## src/rtl/sdram_bt_pkg.sv

```systemverilog
package sdram_bt_pkg;

    typedef enum logic [2:0] {
        CMD_NOP = 3'd0,
        CMD_ACT = 3'd1,
        CMD_RD  = 3'd2,
        CMD_WR  = 3'd3,
        CMD_BST = 3'd4,
        CMD_PRE = 3'd5
    } bus_cmd_e;

    typedef enum logic [2:0] {
        ST_IDLE,
        ST_READ,
        ST_WRITE,
        ST_PREWAIT,
        ST_WMASK
    } ctl_state_e;

endpackage

```

## src/rtl/sdram_bt_tras.sv

```systemverilog
module sdram_bt_tras #(
    parameter int NBANK = 4,
    parameter int TRAS  = 6,
    localparam int BW   = $clog2(NBANK),
    localparam int CW   = $clog2(TRAS + 1)
) (
    input  logic             clk,
    input  logic             rst_n,
    input  logic             act_fire,
    input  logic [BW-1:0]    act_bank,
    output logic [NBANK-1:0] ras_ok
);

    localparam logic [CW-1:0] LOADV = CW'(TRAS - 1);

    for (genvar b = 0; b < NBANK; b++) begin : g_bank
        logic [CW-1:0] cnt_q;

        always_ff @(posedge clk) begin
            if (!rst_n) begin
                cnt_q <= '0;
            end else if (act_fire && act_bank == BW'(b)) begin
                cnt_q <= LOADV;
            end else if (cnt_q != '0) begin
                cnt_q <= cnt_q - 1'b1;
            end
        end

        assign ras_ok[b] = (cnt_q == '0);
    end

endmodule

```

## src/rtl/sdram_bt_beats.sv

```systemverilog
module sdram_bt_beats #(
    parameter int BL   = 4,
    parameter int TRDL = 2,
    localparam int BCW = $clog2(BL),
    localparam int GW  = $clog2(TRDL + 1)
) (
    input  logic           clk,
    input  logic           rst_n,
    input  logic           load,
    input  logic           step,
    input  logic           clear,
    input  logic           wbeat,
    output logic [BCW-1:0] beats_left,
    output logic           rdl_ok
);

    localparam logic [BCW-1:0] BLAST = BCW'(BL - 1);
    localparam logic [GW-1:0]  GMAX  = GW'(TRDL);

    logic [BCW-1:0] left_q;
    logic [GW-1:0]  gap_q;

    always_ff @(posedge clk) begin
        if (!rst_n) begin
            left_q <= '0;
        end else if (load) begin
            left_q <= BLAST;
        end else if (clear) begin
            left_q <= '0;
        end else if (step && left_q != '0) begin
            left_q <= left_q - 1'b1;
        end
    end

    always_ff @(posedge clk) begin
        if (!rst_n) begin
            gap_q <= GMAX;
        end else if (wbeat) begin
            gap_q <= '0;
        end else if (gap_q < GMAX) begin
            gap_q <= gap_q + 1'b1;
        end
    end

    assign beats_left = left_q;
    assign rdl_ok     = (gap_q >= GMAX - 1'b1);

endmodule

```

## src/rtl/sdram_bt_rdpipe.sv

```systemverilog
module sdram_bt_rdpipe #(
    parameter int MAXCL = 3,
    localparam int CLW  = $clog2(MAXCL + 1)
) (
    input  logic           clk,
    input  logic           rst_n,
    input  logic           slot,
    input  logic [CLW-1:0] cl,
    output logic           rvalid
);

    logic [MAXCL-1:0] sh_q;

    always_ff @(posedge clk) begin
        if (!rst_n) begin
            sh_q <= '0;
        end else begin
            sh_q <= {sh_q[MAXCL-2:0], slot};
        end
    end

    always_comb begin
        rvalid = 1'b0;
        for (int i = 1; i <= MAXCL; i++) begin
            if (cl == CLW'(i)) begin
                rvalid = sh_q[i-1];
            end
        end
    end

endmodule

```

## src/rtl/sdram_bt_ctrl.sv

```systemverilog
module sdram_bt_ctrl
    import sdram_bt_pkg::*;
#(
    parameter int NBANK = 4,
    parameter int DW    = 16,
    parameter int BL    = 4,
    parameter int MAXCL = 3,
    parameter int TRAS  = 6,
    parameter int TRDL  = 2,
    localparam int BW   = $clog2(NBANK),
    localparam int CLW  = $clog2(MAXCL + 1),
    localparam int BCW  = $clog2(BL)
) (
    input  logic           clk,
    input  logic           rst_n,
    input  logic [CLW-1:0] cfg_cl,
    input  logic           host_act,
    input  logic           host_rd,
    input  logic           host_wr,
    input  logic           host_stop,
    input  logic           host_pre,
    input  logic [BW-1:0]  host_bank,
    input  logic [DW-1:0]  host_wdata,
    output logic           host_rvalid,
    output logic [DW-1:0]  host_rdata,
    output logic [2:0]     sdram_cmd,
    output logic [BW-1:0]  sdram_bank,
    output logic           sdram_dqm,
    output logic [DW-1:0]  sdram_dq_out,
    output logic           sdram_dq_oe,
    input  logic [DW-1:0]  sdram_dq_in
);

    ctl_state_e st_q, st_d;
    bus_cmd_e   cmd_q, cmd_d;
    logic [BW-1:0]    bank_q, bank_d;
    logic             dqm_q, dqm_d;
    logic             oe_q, oe_d;
    logic [DW-1:0]    data_q, data_d;
    logic             slot_q, slot_d;
    logic             act_fire, load, step, clear, wbeat;
    logic [NBANK-1:0] ras_ok;
    logic [BCW-1:0]   beats_left;
    logic             rdl_ok;
    logic             pre_ok, pre_ok_host;

    sdram_bt_tras #(.NBANK(NBANK), .TRAS(TRAS)) u_tras (
        .clk      (clk),
        .rst_n    (rst_n),
        .act_fire (act_fire),
        .act_bank (bank_d),
        .ras_ok   (ras_ok)
    );

    sdram_bt_beats #(.BL(BL), .TRDL(TRDL)) u_beats (
        .clk        (clk),
        .rst_n      (rst_n),
        .load       (load),
        .step       (step),
        .clear      (clear),
        .wbeat      (wbeat),
        .beats_left (beats_left),
        .rdl_ok     (rdl_ok)
    );

    sdram_bt_rdpipe #(.MAXCL(MAXCL)) u_rdpipe (
        .clk    (clk),
        .rst_n  (rst_n),
        .slot   (slot_q),
        .cl     (cfg_cl),
        .rvalid (host_rvalid)
    );

    assign pre_ok      = ras_ok[bank_q] && rdl_ok;
    assign pre_ok_host = ras_ok[host_bank] && rdl_ok;

    // State register and registered bus outputs
    always_ff @(posedge clk) begin
        if (!rst_n) begin
            st_q   <= ST_IDLE;
            cmd_q  <= CMD_NOP;
            bank_q <= '0;
            dqm_q  <= 1'b0;
            oe_q   <= 1'b0;
            data_q <= '0;
            slot_q <= 1'b0;
        end else begin
            st_q   <= st_d;
            cmd_q  <= cmd_d;
            bank_q <= bank_d;
            dqm_q  <= dqm_d;
            oe_q   <= oe_d;
            data_q <= data_d;
            slot_q <= slot_d;
        end
    end

    // Next state and next bus values
    always_comb begin
        st_d     = st_q;
        cmd_d    = CMD_NOP;
        bank_d   = bank_q;
        dqm_d    = 1'b0;
        oe_d     = 1'b0;
        slot_d   = 1'b0;
        act_fire = 1'b0;
        load     = 1'b0;
        step     = 1'b0;
        clear    = 1'b0;
        wbeat    = 1'b0;

        unique case (st_q)
            ST_IDLE: begin
                if (host_act) begin
                    cmd_d    = CMD_ACT;
                    bank_d   = host_bank;
                    act_fire = 1'b1;
                end else if (host_rd) begin
                    cmd_d  = CMD_RD;
                    bank_d = host_bank;
                    slot_d = 1'b1;
                    load   = 1'b1;
                    st_d   = ST_READ;
                end else if (host_wr) begin
                    cmd_d  = CMD_WR;
                    bank_d = host_bank;
                    oe_d   = 1'b1;
                    wbeat  = 1'b1;
                    load   = 1'b1;
                    st_d   = ST_WRITE;
                end else if (host_pre) begin
                    bank_d = host_bank;
                    if (pre_ok_host) begin
                        cmd_d = CMD_PRE;
                    end else begin
                        clear = 1'b1;
                        st_d  = ST_PREWAIT;
                    end
                end
            end

            ST_READ: begin
                if (host_stop) begin
                    cmd_d = CMD_BST;
                    st_d  = ST_IDLE;
                end else if (host_pre && pre_ok) begin
                    cmd_d = CMD_PRE;
                    st_d  = ST_IDLE;
                end else begin
                    slot_d = 1'b1;
                    step   = 1'b1;
                    if (host_pre) begin
                        st_d = ST_PREWAIT;
                    end else if (beats_left == BCW'(1)) begin
                        st_d = ST_IDLE;
                    end
                end
            end

            ST_WRITE: begin
                if (host_stop) begin
                    cmd_d = CMD_BST;
                    dqm_d = 1'b1;
                    st_d  = ST_IDLE;
                end else if (host_pre) begin
                    dqm_d = 1'b1;
                    if (pre_ok) begin
                        cmd_d = CMD_PRE;
                        st_d  = ST_IDLE;
                    end else begin
                        st_d = ST_WMASK;
                    end
                end else begin
                    oe_d  = 1'b1;
                    wbeat = 1'b1;
                    step  = 1'b1;
                    if (beats_left == BCW'(1)) begin
                        st_d = ST_IDLE;
                    end
                end
            end

            ST_PREWAIT: begin
                if (pre_ok) begin
                    cmd_d = CMD_PRE;
                    st_d  = ST_IDLE;
                end else if (beats_left != '0) begin
                    slot_d = 1'b1;
                    step   = 1'b1;
                end
            end

            ST_WMASK: begin
                dqm_d = 1'b1;
                if (pre_ok) begin
                    cmd_d = CMD_PRE;
                    st_d  = ST_IDLE;
                end
            end
        endcase

        data_d = oe_d ? host_wdata : '0;
    end

    assign sdram_cmd    = cmd_q;
    assign sdram_bank   = bank_q;
    assign sdram_dqm    = dqm_q;
    assign sdram_dq_oe  = oe_q;
    assign sdram_dq_out = data_q;
    assign host_rdata   = sdram_dq_in;

endmodule

```

## config.mk

```make
export PLATFORM = sky130hd
export DESIGN_NAME = sdram_bt_ctrl
export DESIGN_NICKNAME = d
export VERILOG_FILES = /design/src/rtl/sdram_bt_pkg.sv /design/src/rtl/sdram_bt_tras.sv /design/src/rtl/sdram_bt_beats.sv /design/src/rtl/sdram_bt_rdpipe.sv /design/src/rtl/sdram_bt_ctrl.sv
export SDC_FILE = /design/constraint.sdc
export NUM_CORES = 1
export LEC_CHECK = 0
export BUFFER_PORTS_ARGS = -buffer_cell sky130_fd_sc_hd__buf_4
export CAP_MARGIN = 40
export CORE_ASPECT_RATIO = 0.7
export CORE_MARGIN = 3
export CORE_UTILIZATION = 30
export DETAILED_ROUTE_END_ITERATION = 16
export REMOVE_ABC_BUFFERS = 1
export SLEW_MARGIN = 0
export SYNTH_ARGS = -nofsm -noshare
export SYNTH_HDL_FRONTEND = slang
export SYNTH_HIERARCHICAL = 1
export SYNTH_SLANG_ARGS = --single-unit
export TNS_END_PERCENT = 10
```

## constraint.sdc

```tcl
create_clock -name clk -period 5.9 [get_ports clk]
set_input_delay 0.295 -clock clk [delete_from_list [all_inputs] [get_ports clk]]
set_output_delay 0.295 -clock clk [all_outputs]
set_load 0.01 [all_outputs]
```

## After elaboration in Yosys (flattened, before gate mapping)

Index checks and enable logic that the tools add are counted.

- Bits in registers: 46
- Output and inout port bits: 40

- Magnitude comparators: 4
- Eq/ne operators: 15
- Mux-type cells: 78
- Add/subtract/negate cells: 6
- Bitwise gates (word level): 1
- Reductions and logical operators: 33

Operators with widths:

| cell | number |
|---|---|
| 3-bit 2-to-1 mux | 31 |
| 1-bit 2-to-1 mux | 29 |
| 3-bit case mux with 4 select lines | 2 |
| 2-bit 2-to-1 mux | 10 |
| 3-bit logical NOT | 5 |
| 3-bit nonzero test | 5 |
| 2-bit nonzero test | 6 |
| 2-bit OR reduction | 6 |
| 3-bit by 1-bit subtractor with 3-bit output (second input constant) | 4 |
| 2-bit equality test (second input constant) | 4 |
| 1-bit logical AND | 8 |
| 4-bit inequality test (second input constant) | 2 |
| 2-bit by 1-bit equality test with 1-bit output (second input constant) | 3 |
| 3-bit by 2-bit equality test with 1-bit output (second input constant) | 2 |
| 2-bit by 3-bit less-than comparator with 1-bit output (second input constant) | 2 |
| 1-bit case mux with 3 select lines | 2 |
| 1-bit binary-select mux with 2-bit select | 2 |
| 1-bit case mux with 2 select lines | 2 |
| 4-bit AND reduction | 1 |
| 3-bit by 1-bit equality test with 1-bit output (second input constant) | 1 |
| 3-bit equality test (second input constant) | 1 |
| 2-bit by 1-bit adder with 2-bit output (second input constant) | 1 |
| 2-bit by 1-bit >= comparator with 1-bit output (second input constant) | 1 |
| 2-bit logical NOT | 1 |
| other kinds (6) | 6 |

## Depth between registers and ports, before layout

Gate-level depths: netlist (run 1).

- Depth in word-level cells: 12
- Depth in mapped cells: 10
- Mapped depth without buffers: 10

## Cells and area by module

Netlist (run 1), hierarchy kept.

By module, submodules not included:

| module | seq. area each (um^2) | times used | area each (um^2) | cells an instance |
|---|---|---|---|---|
| sdram_bt_ctrl | 540.5 | 1 | 1356.3 | 152 |
| sdram_bt_tras | 240.2 | 1 | 699.4 | 73 |
| sdram_bt_beats | 80.1 | 1 | 180.2 | 21 |
| sdram_bt_rdpipe | 60.1 | 1 | 102.6 | 9 |

## Worst setup path before layout (run 1)

OpenSTA, ideal clock, no wires.

- Path type: flip-flop to flip-flop
- From: reg u_tras.g_bank[3].cnt_q[0]
- To: reg u_beats.left_q[0], in the netlist u_beats/beats_left[0]
- Cell stages (with the launch flop): 10
- Period minus slack after synthesis: 2.272 ns
- Data required time: 5.780 ns
- Path buffers: 0
- Slack: 3.628 ns
- Data arrival time: 2.153 ns
- Cell sequence: dfxtp_1 -> inv_1 -> ha_1 -> ha_1 -> mux4_2 -> nand2_1 -> nand2_1 -> nor4_1 -> nor3_1 -> o31a_1

- Cells in the longest elaborated chain, start to end: 12

RTL lines:

| what | line | source |
|---|---|---|
| from (decl) | sdram_bt_tras.sv:17 | `logic [CW-1:0] cnt_q;` |
| from (signal assigned) | sdram_bt_tras.sv:25 | `cnt_q <= cnt_q - 1'b1;` |
| 3-bit logical NOT (*) | sdram_bt_tras.sv:29 | `assign ras_ok[b] = (cnt_q == '0);` |
| named net ras_ok[3] | sdram_bt_ctrl.sv:42 | `logic [NBANK-1:0] ras_ok;` |
| 1-bit binary-select mux with 2-bit select (*) | sdram_bt_ctrl.sv:75 | `assign pre_ok_host = ras_ok[host_bank] && rdl_ok;` |
| 1-bit 2-to-1 mux (implied by the code) (*) | sdram_bt_ctrl.sv:75 |  |
| 1-bit logical AND (*) | sdram_bt_ctrl.sv:75 |  |
| 1-bit 2-to-1 mux (*) | sdram_bt_ctrl.sv:133 | `if (pre_ok_host) begin` |
| 1-bit 2-to-1 mux (*) | sdram_bt_ctrl.sv:131 | `end else if (host_pre) begin` |
| 1-bit 2-to-1 mux (*) | sdram_bt_ctrl.sv:124 | `end else if (host_wr) begin` |
| 1-bit 2-to-1 mux (*) | sdram_bt_ctrl.sv:118 | `end else if (host_rd) begin` |
| 1-bit 2-to-1 mux (*) | sdram_bt_ctrl.sv:114 | `if (host_act) begin` |
| 1-bit 2-to-1 mux (*) | sdram_bt_ctrl.sv:112 | `unique case (st_q)` |
| named net clear | sdram_bt_ctrl.sv:41 | `logic act_fire, load, step, clear, wbeat;` |
| 2-bit 2-to-1 mux | sdram_bt_beats.sv:28 | `end else if (clear) begin` |
| 2-bit 2-to-1 mux | sdram_bt_beats.sv:26 | `end else if (load) begin` |
| to (signal assigned) | sdram_bt_beats.sv:31 | `left_q <= left_q - 1'b1;` |
| to (decl) | sdram_bt_beats.sv:20 | `logic [BCW-1:0] left_q;` |

Mark *: on every way through the listed nets, which the timed path passes. The rest lies on a longest branch. The select of a mux whose other input is x is not followed.
A chain may end at the register's enable or synchronous reset.

## Final worst setup path (run 1)

- From: reg u_tras.g_bank[2].cnt_q[0]
- To: reg u_beats.left_q[1], in the netlist u_beats/beats_left[1]

- Cells in the longest elaborated chain, start to end: 12

RTL lines:

| what | line |
|---|---|
| from (decl) | sdram_bt_tras.sv:17 |
| from (signal assigned) | sdram_bt_tras.sv:25 |
| 3-bit logical NOT (*) | sdram_bt_tras.sv:29 |
| named net ras_ok[2] | sdram_bt_ctrl.sv:42 |
| 1-bit binary-select mux with 2-bit select (*) | sdram_bt_ctrl.sv:75 |
| 1-bit 2-to-1 mux (implied by the code) (*) | sdram_bt_ctrl.sv:75 |
| 1-bit logical AND (*) | sdram_bt_ctrl.sv:75 |
| 1-bit 2-to-1 mux (*) | sdram_bt_ctrl.sv:133 |
| 1-bit 2-to-1 mux (*) | sdram_bt_ctrl.sv:131 |
| 1-bit 2-to-1 mux (*) | sdram_bt_ctrl.sv:124 |
| 1-bit 2-to-1 mux (*) | sdram_bt_ctrl.sv:118 |
| 1-bit 2-to-1 mux (*) | sdram_bt_ctrl.sv:114 |
| 1-bit 2-to-1 mux (*) | sdram_bt_ctrl.sv:112 |
| named net clear | sdram_bt_ctrl.sv:41 |
| 2-bit 2-to-1 mux | sdram_bt_beats.sv:28 |
| 2-bit 2-to-1 mux | sdram_bt_beats.sv:26 |

Marks and branches as above.

==> results.md, run 1 <==
* Prevailing post-synth register cell: dfxtp_1
* Worst Setup End Kind: flop
* Final net count at 343
* Setup Crit Path Kind: flop to flop
* Crit path time final at about 2.5 ns
* Resize count post-CTS at 0
* Fmax at 400 MHz
* Setup Fix Bufs, Post-CTS at 0
* Max Transition Viols Final at 0
* Adder-Cell Fraction of Synth Area at 6.96%
* Type of the worst min-delay path: input port to flop
* Total GRT Usage at 10.4%
* Diodes inserted at 0
* Largest net degree at the start of global routing at 47
* I/O pin cnt at 83
* Hold buffer count at CTS at 0
* Post-synth EDFFs at 0
* Int Power at 0.000664 W
* Die area at 0.00891 mm^2
* Synth Instances at about 260
* Min Hold Slack at 0.231 ns
* Asr flop ratio synth at 0%
* Starting Density at 31.5%
* 1st-pass router iterations at 4
* Core Util, Final at 37.4%
* Cell Area, Synth at ~0.0023 mm^2
* Critical path launch point type: flop
* RSZ-0062 raised after global routing: false
* Area Growth Syn to Fin at 18.6%
* Via count at between 1500 and 2000
* Routability Congestion at around 0.83
* Pwr Density at 354 mW/mm^2
* Worst-path maximum fanout at 6
* Worst clock skew at 0.00554 ns
* Leakage at 1.31 nW
* Max_cap viols at 0
* Clock power frac at about 24%
* Period Utilization, post-route at 42.3%
* XOR/XNOR Fraction of Synth Area at ~2.2%
* Post-synthesis mux area share at 6.21%
* Worst r2r src: u_tras/g_bank[2].cnt_q[0]
* Global-route wire length before repair at 7.61 mm
* Status: finished clean
* Slew @ Worst Pin at 0.655 ns
* FF-to-FF setup slack at between 3 and 4 ns
* FP Rows at 26
* Clk_lat worst skew at between 0.2 and 0.3 ns
* CP max-delay cell: mux4_2
* HP Start: host_wdata[11]
* Max clock buf depth at 2
* Inserted Clock Buffers at 5
* Seq cells post-synth at 46
* Vias per inst at 4.71
* Peak supply drop at 0.141 mV
* Final hold violation count at 0
* NetSw at between 0.0003 and 0.0004 W
* Final HPWL DP at 3.54 mm
* Routed WL at 4.82 mm
* Crit-path cells: inv_1 -> ha_1 -> ha_1 -> mux4_2 -> nand2_1 -> nand2_1 -> nor4_1 -> nor3_1 -> o31a_1
* Area of the core at 0.00742 mm^2
* Compound-gate portion of the synthesized area at 12.9%
* WP buf/inv at 1
* Worst EP arrival at 2.68 ns
* CP max stage delay at 0.53 ns
* Setup slack at placement at 3.45 ns
* Main combinational cell family by area after synthesis: simple AND/OR/NAND/NOR gates
* Port bufs at 50
* Share of cells above drive strength 1 at 22.3%
* Clock-pin slew on the worst setup and hold paths at 0.08 ns
* Final worst slack at 3.40 ns
* Combinational fraction of design power at a little over a third
* Avg WL per Cell at between 10 and 15 um
* DR DRC count at 0
* Grt total ovfl at 0
* Root Driver: clkbuf_8
* Final setup TNS at 0 ns
* Mean Syn Cell Area at 9.17 um^2
* Sw Share at 32.3%
* Chip Height at 79.9 um
* Final ANT Viol Nets at 0
* Depth of the CTS H-tree at 2
* CTS tree: built
* Detailed Route Iter0 Violations at 71
* Hold Path Depth at 2
* TritonCTS Sinks at 46
* Distinct cells, synth at 47
* Critical path required time at between 6 and 7 ns
* Vias in the first global route at 1633
* Hold EP: sdram_dq_out[11]
* RR Endpoint: u_beats/beats_left[1]
* Yosys warning count at 6
* Sequential cell area fraction in the yosys report at 39.4%
* Reg2reg path depth at 9
* Sequential share of power at approximately two fifths
* Rel. slew slack at 56.3%
* Post-Synth Simple-Gate Area at 21.0%
* Die W at 112 um
* Antenna violations before repair at 0
* Delay-heaviest family, CP: simple AND/OR/NAND/NOR gates
* Endpoints failing setup at 0
## per-layer routing
layer | track usage, % | vias up | part of all wire [%]
li1 | - | 910 | -
met3 | 5.30 | 0 | 9.7
met4 | 1.46 | 0 | 0
met2 | 15.2 | 73 | 42
met5 | 0 | - | 0
met1 | 14.2 | 831 | 48
## state kept, by name (all words and copies together) (netlist names)
name / flops
sdram_bank: 2
u_beats/gap_q: 2
st_q: 3
u_tras/g_bank.cnt_q: 12
u_beats/beats_left: 2
u_rdpipe/sh_q: 3
sdram_dq_out: 16
sdram_dq_oe: 1
slot_q: 1
sdram_cmd: 3
sdram_dqm: 1
## cell type report
class	instances	area (um^2)
tap	98	123
fill	759	4640
clock inverter	1	30.0
sequential	46	921
clock buffer	6	82.6
timing repair buffer	50	375
inverter	23	86.3
multi-input combinational	161	1150
## Yosys cell counts (all sizes together) (3+ instances only)
library cell	instances	area, um^2
xor2	4	35.0
nor3	7	46.3
o211a	4	40.0
a21oi	7	35.0
nand3	6	30.0
a21boi	8	60.1
and2	12	75.1
nand2b	4	25.0
o31a	3	26.3
dfxtp	46	921
nor2b	4	27.5
mux2i	7	70.1
and3	16	100
ha	13	163
nand2	12	45.0
inv	23	86.3
o21ai	10	53.8
buf	23	169
nor2	16	60.1
## through the flow
stage | instance area (um^2) | cells | total power (W)
after floorplan | 2160 | 230 | 0.000655
after global placement | 2660 | 378 | 0.000741
after detailed placement | 2660 | 378 | 0.000750
after CTS | 2770 | 385 | 0.000992
after global routing | 2770 | 385 | 0.00105
final | 2770 | 385 | 0.000981
## power by group through the flow
| stage | Combinational [W] | Clock [W] | Sequential [W] |
|---|---|---|---|
| final | 0.000352 | 0.000237 | 0.000391 |
| after global routing | 0.000391 | 0.000260 | 0.000397 |
| after CTS | 0.000354 | 0.000247 | 0.000392 |
| after detailed placement | 0.000351 | 0 | 0.000399 |
| after global placement | 0.000344 | 0 | 0.000397 |
| after floorplan | 0.000258 | 0 | 0.000397 |
## how the worst max path moves through the flow
stage,from,endpoint,slack [ns],cells after the start
2_1_floorplan,u_tras/g_bank[3].cnt_q[0],u_beats/beats_left[0],3.63,9
3_3_place_gp,u_tras/g_bank[2].cnt_q[0],u_beats/beats_left[0],3.51,9
3_5_place_dp,u_tras/g_bank[2].cnt_q[0],u_beats/beats_left[1],3.45,9
4_1_cts,u_tras/g_bank[2].cnt_q[0],u_beats/beats_left[1],3.42,9
5_1_grt,u_tras/g_bank[2].cnt_q[0],u_beats/beats_left[1],3.23,9
6_report,u_tras/g_bank[2].cnt_q[0],u_beats/beats_left[1],3.40,9
## cell usage in the layout, fill, tap and decap left out, types with 2 or more instances in the layout
cell / count
clkbuf_8: 6
o211a_1: 4
mux2_4: 2
o21ai_0: 9
nand3_1: 6
nand2b_1: 4
nand2_1: 12
mux2i_1: 7
and3_1: 16
and2_1: 12
xor2_1: 4
nor2b_1: 3
nand4_1: 2
a21boi_0: 6
nor2_1: 16
o31a_1: 3
dfxtp_1: 46
nand3b_1: 2
nor3_1: 6
xnor2_1: 2
a21boi_1: 2
mux4_2: 2
nor4b_1: 2
ha_1: 13
inv_1: 23
buf_4: 50
a21oi_1: 7
a31oi_1: 2
## kinds of logic (layout without fill, tap and decap cells)
group,Yosys count,in the layout
compound gates,43,43
xor+xnor,6,6
fa+ha+maj,13,13
buf+inv,48,80
flops,46,46
mux,11,11
simple gates,88,88
No activity file was read; power rests on OpenSTA's default activity.
==> inputs of run 2 (changes only) <==
clock period = 2.44 ns   (was 5.9 ns; I/O delays follow)
==> results.md, run 2 (synthesized netlist as in run 1, its figures left out) <==
* Fmax at 438 MHz
* Largest net degree at the start of global routing at 47
* Slew @ Worst Pin at 0.645 ns
* Grt total ovfl at 0
* Rel. slew slack at 57.0%
* Max_cap viols at 0
* Final ANT Viol Nets at 0
* Avg WL per Cell at roughly 13 um
* Chip Height at 79.9 um
* Endpoints failing setup at 0
* CP max-delay cell: mux4_2
* Max Transition Viols Final at 0
* Most frequent cells in the layout: 54 x buf_4, 46 x dfxtp_1, 23 x inv_1
* Period Utilization, post-route at 93.5%
* Worst r2r src: u_tras/g_bank[3].cnt_q[0]
* Critical path launch point type: flop
* Clock-pin slew on the worst setup and hold paths at roughly 0.090 ns
* Depth of the CTS H-tree at 2
* Type of the worst min-delay path: input port to flop
* Peak supply drop at about 0.31 mV
* Setup Fix Bufs, Post-CTS at 0
* Global-route wire length before repair at 8.30 mm
* Largest register FFs at 16
* HP Start: host_act
* Worst Setup SP: u_tras/g_bank[3].cnt_q[0]
* Inserted Clock Buffers at 5
* Most common cell after layout, fill and taps aside: buf_4
* Vias per inst at 4.72
* Setup Crit Path Kind: flop to flop
* Setup slack at placement at around 0.16 ns
* Crit-path cells: inv_1 -> ha_1 -> ha_2 -> mux4_2 -> nand2_1 -> a21oi_1 -> nand2_1 -> nor2b_2 -> nor3_1 -> o31a_1
* Final HPWL DP at 3.65 mm
* RSZ-0062 raised after global routing: false
* Worst-path maximum fanout at 6
* Leakage at 1.32 nW
* Area Growth Syn to Fin at 20.3%
* Die W at 112 um
* Area of the core at ~0.0074 mm^2
* Pwr Density at 857 mW/mm^2
* Detailed Route Iter0 Violations at 44
* I/O pin cnt at 83
* Final worst slack at roughly 0.16 ns
* Crit path time final at 2.28 ns
* Die area at 0.00891 mm^2
* WP buf/inv at 1
* Delay-heaviest family, CP: multiplexers
* FP Rows at 26
* TritonCTS Sinks at 46
* Worst Setup End Kind: flop
* CP max stage delay at between 0.5 and 0.6 ns
* Worst EP arrival at 2.46 ns
* Max clock buf depth at 2
* Multi-input logic area at around 0.0012 mm^2
* Worst clock skew at 0.00851 ns
* Storage cell area at 921 um^2
* Clk_lat worst skew at between 0.2 and 0.3 ns
* DR DRC count at 0
* 1st-pass router iterations at 4
* Routed WL at about 5.1 mm
* Share of cells above drive strength 1 at approximately a quarter
* Port bufs at 50
* Final hold violation count at 0
* Critical path required time at 2.62 ns
* Most frequent CP cell: nand2_1
* Via count at 1840
* Diodes inserted at 0
* Status: finished clean
* CTS tree: built
* Starting Density at 31.5%
* Total GRT Usage at 11.4%
* Routability Congestion at approximately 0.83
* Filler Cells Inserted at between 700 and 800
* Power consumption at 0.00241 W
* Root Driver: clkbuf_8
* Antenna violations before repair at 0
* Vias in the first global route at 1754
* Final net count at ~350
* Final setup TNS at 0 ns
==> run 2: final cells by class <==
cell class	instances	area share (%)
multi-input combinational	161	41.6
sequential	46	32.7
timing repair buffer	54	14.4
tap	98	4.36
inverter	23	3.07
clock buffer	7	2.71
clock inverter	1	1.07
==> run 2: metrics by stage <==
step | hold WS [ns] | std cells | utilization (%) | cell area [um^2]
floorplan | 0.198 | 230 | - | 2160
global placement | 0.244 | 382 | 36.3 | 2690
finish | 0.0582 | 390 | 37.9 | 2810
CTS | 0.0443 | 390 | 37.7 | 2800
detailed placement | 0.244 | 382 | 36.3 | 2690
global route | 0.0408 | 390 | 37.9 | 2810
==> run 2: power by group <==
part | switching, W | leakage, nW | internal [W]
registers | 0.0000698 | 0.376 | 0.000867
logic | 0.000469 | 0.895 | 0.000445
clock network | 0.000254 | 0.0524 | 0.000307
total | 0.000793 | 1.32 | 0.00162
==> run 2: per-layer routing <==
layer	routed length (um)	global-route usage (%)	part of all wire, %	vias up
li1	-	-	-	921
met1	2480	15.9	49	852
met2	2120	16.2	42	67
met3	480	5.38	9.4	0
met4	0	1.46	0	0
met5	0	0	0	-
==> run 2: path summary, 6_finish.rpt <==
kind	to	slack, ns	cells past startpoint
worst min register to register	u_rdpipe/sh_q[0]	0.43	1
worst max-delay path	u_beats/beats_left[1]	0.16	10
worst max register to register	u_beats/beats_left[1]	0.16	10
worst min-delay path	sdram_cmd[1]	0.06	2
==> run 2: worst register-to-register path, cell delays in order, from the launching register on <==
cell and delay, ns:
dfxtp_1 0.36, inv_1 0.05, ha_1 0.22, ha_2 0.22, mux4_2 0.53, nand2_1 0.11
a21oi_1 0.08, nand2_1 0.09, nor2b_2 0.17, nor3_1 0.06, o31a_1 0.27
==> run 2: what timing repair did <==
action	CTS	global route
hold buffers	0	0
resized for setup	0	5
setup endpoints to repair	0	2
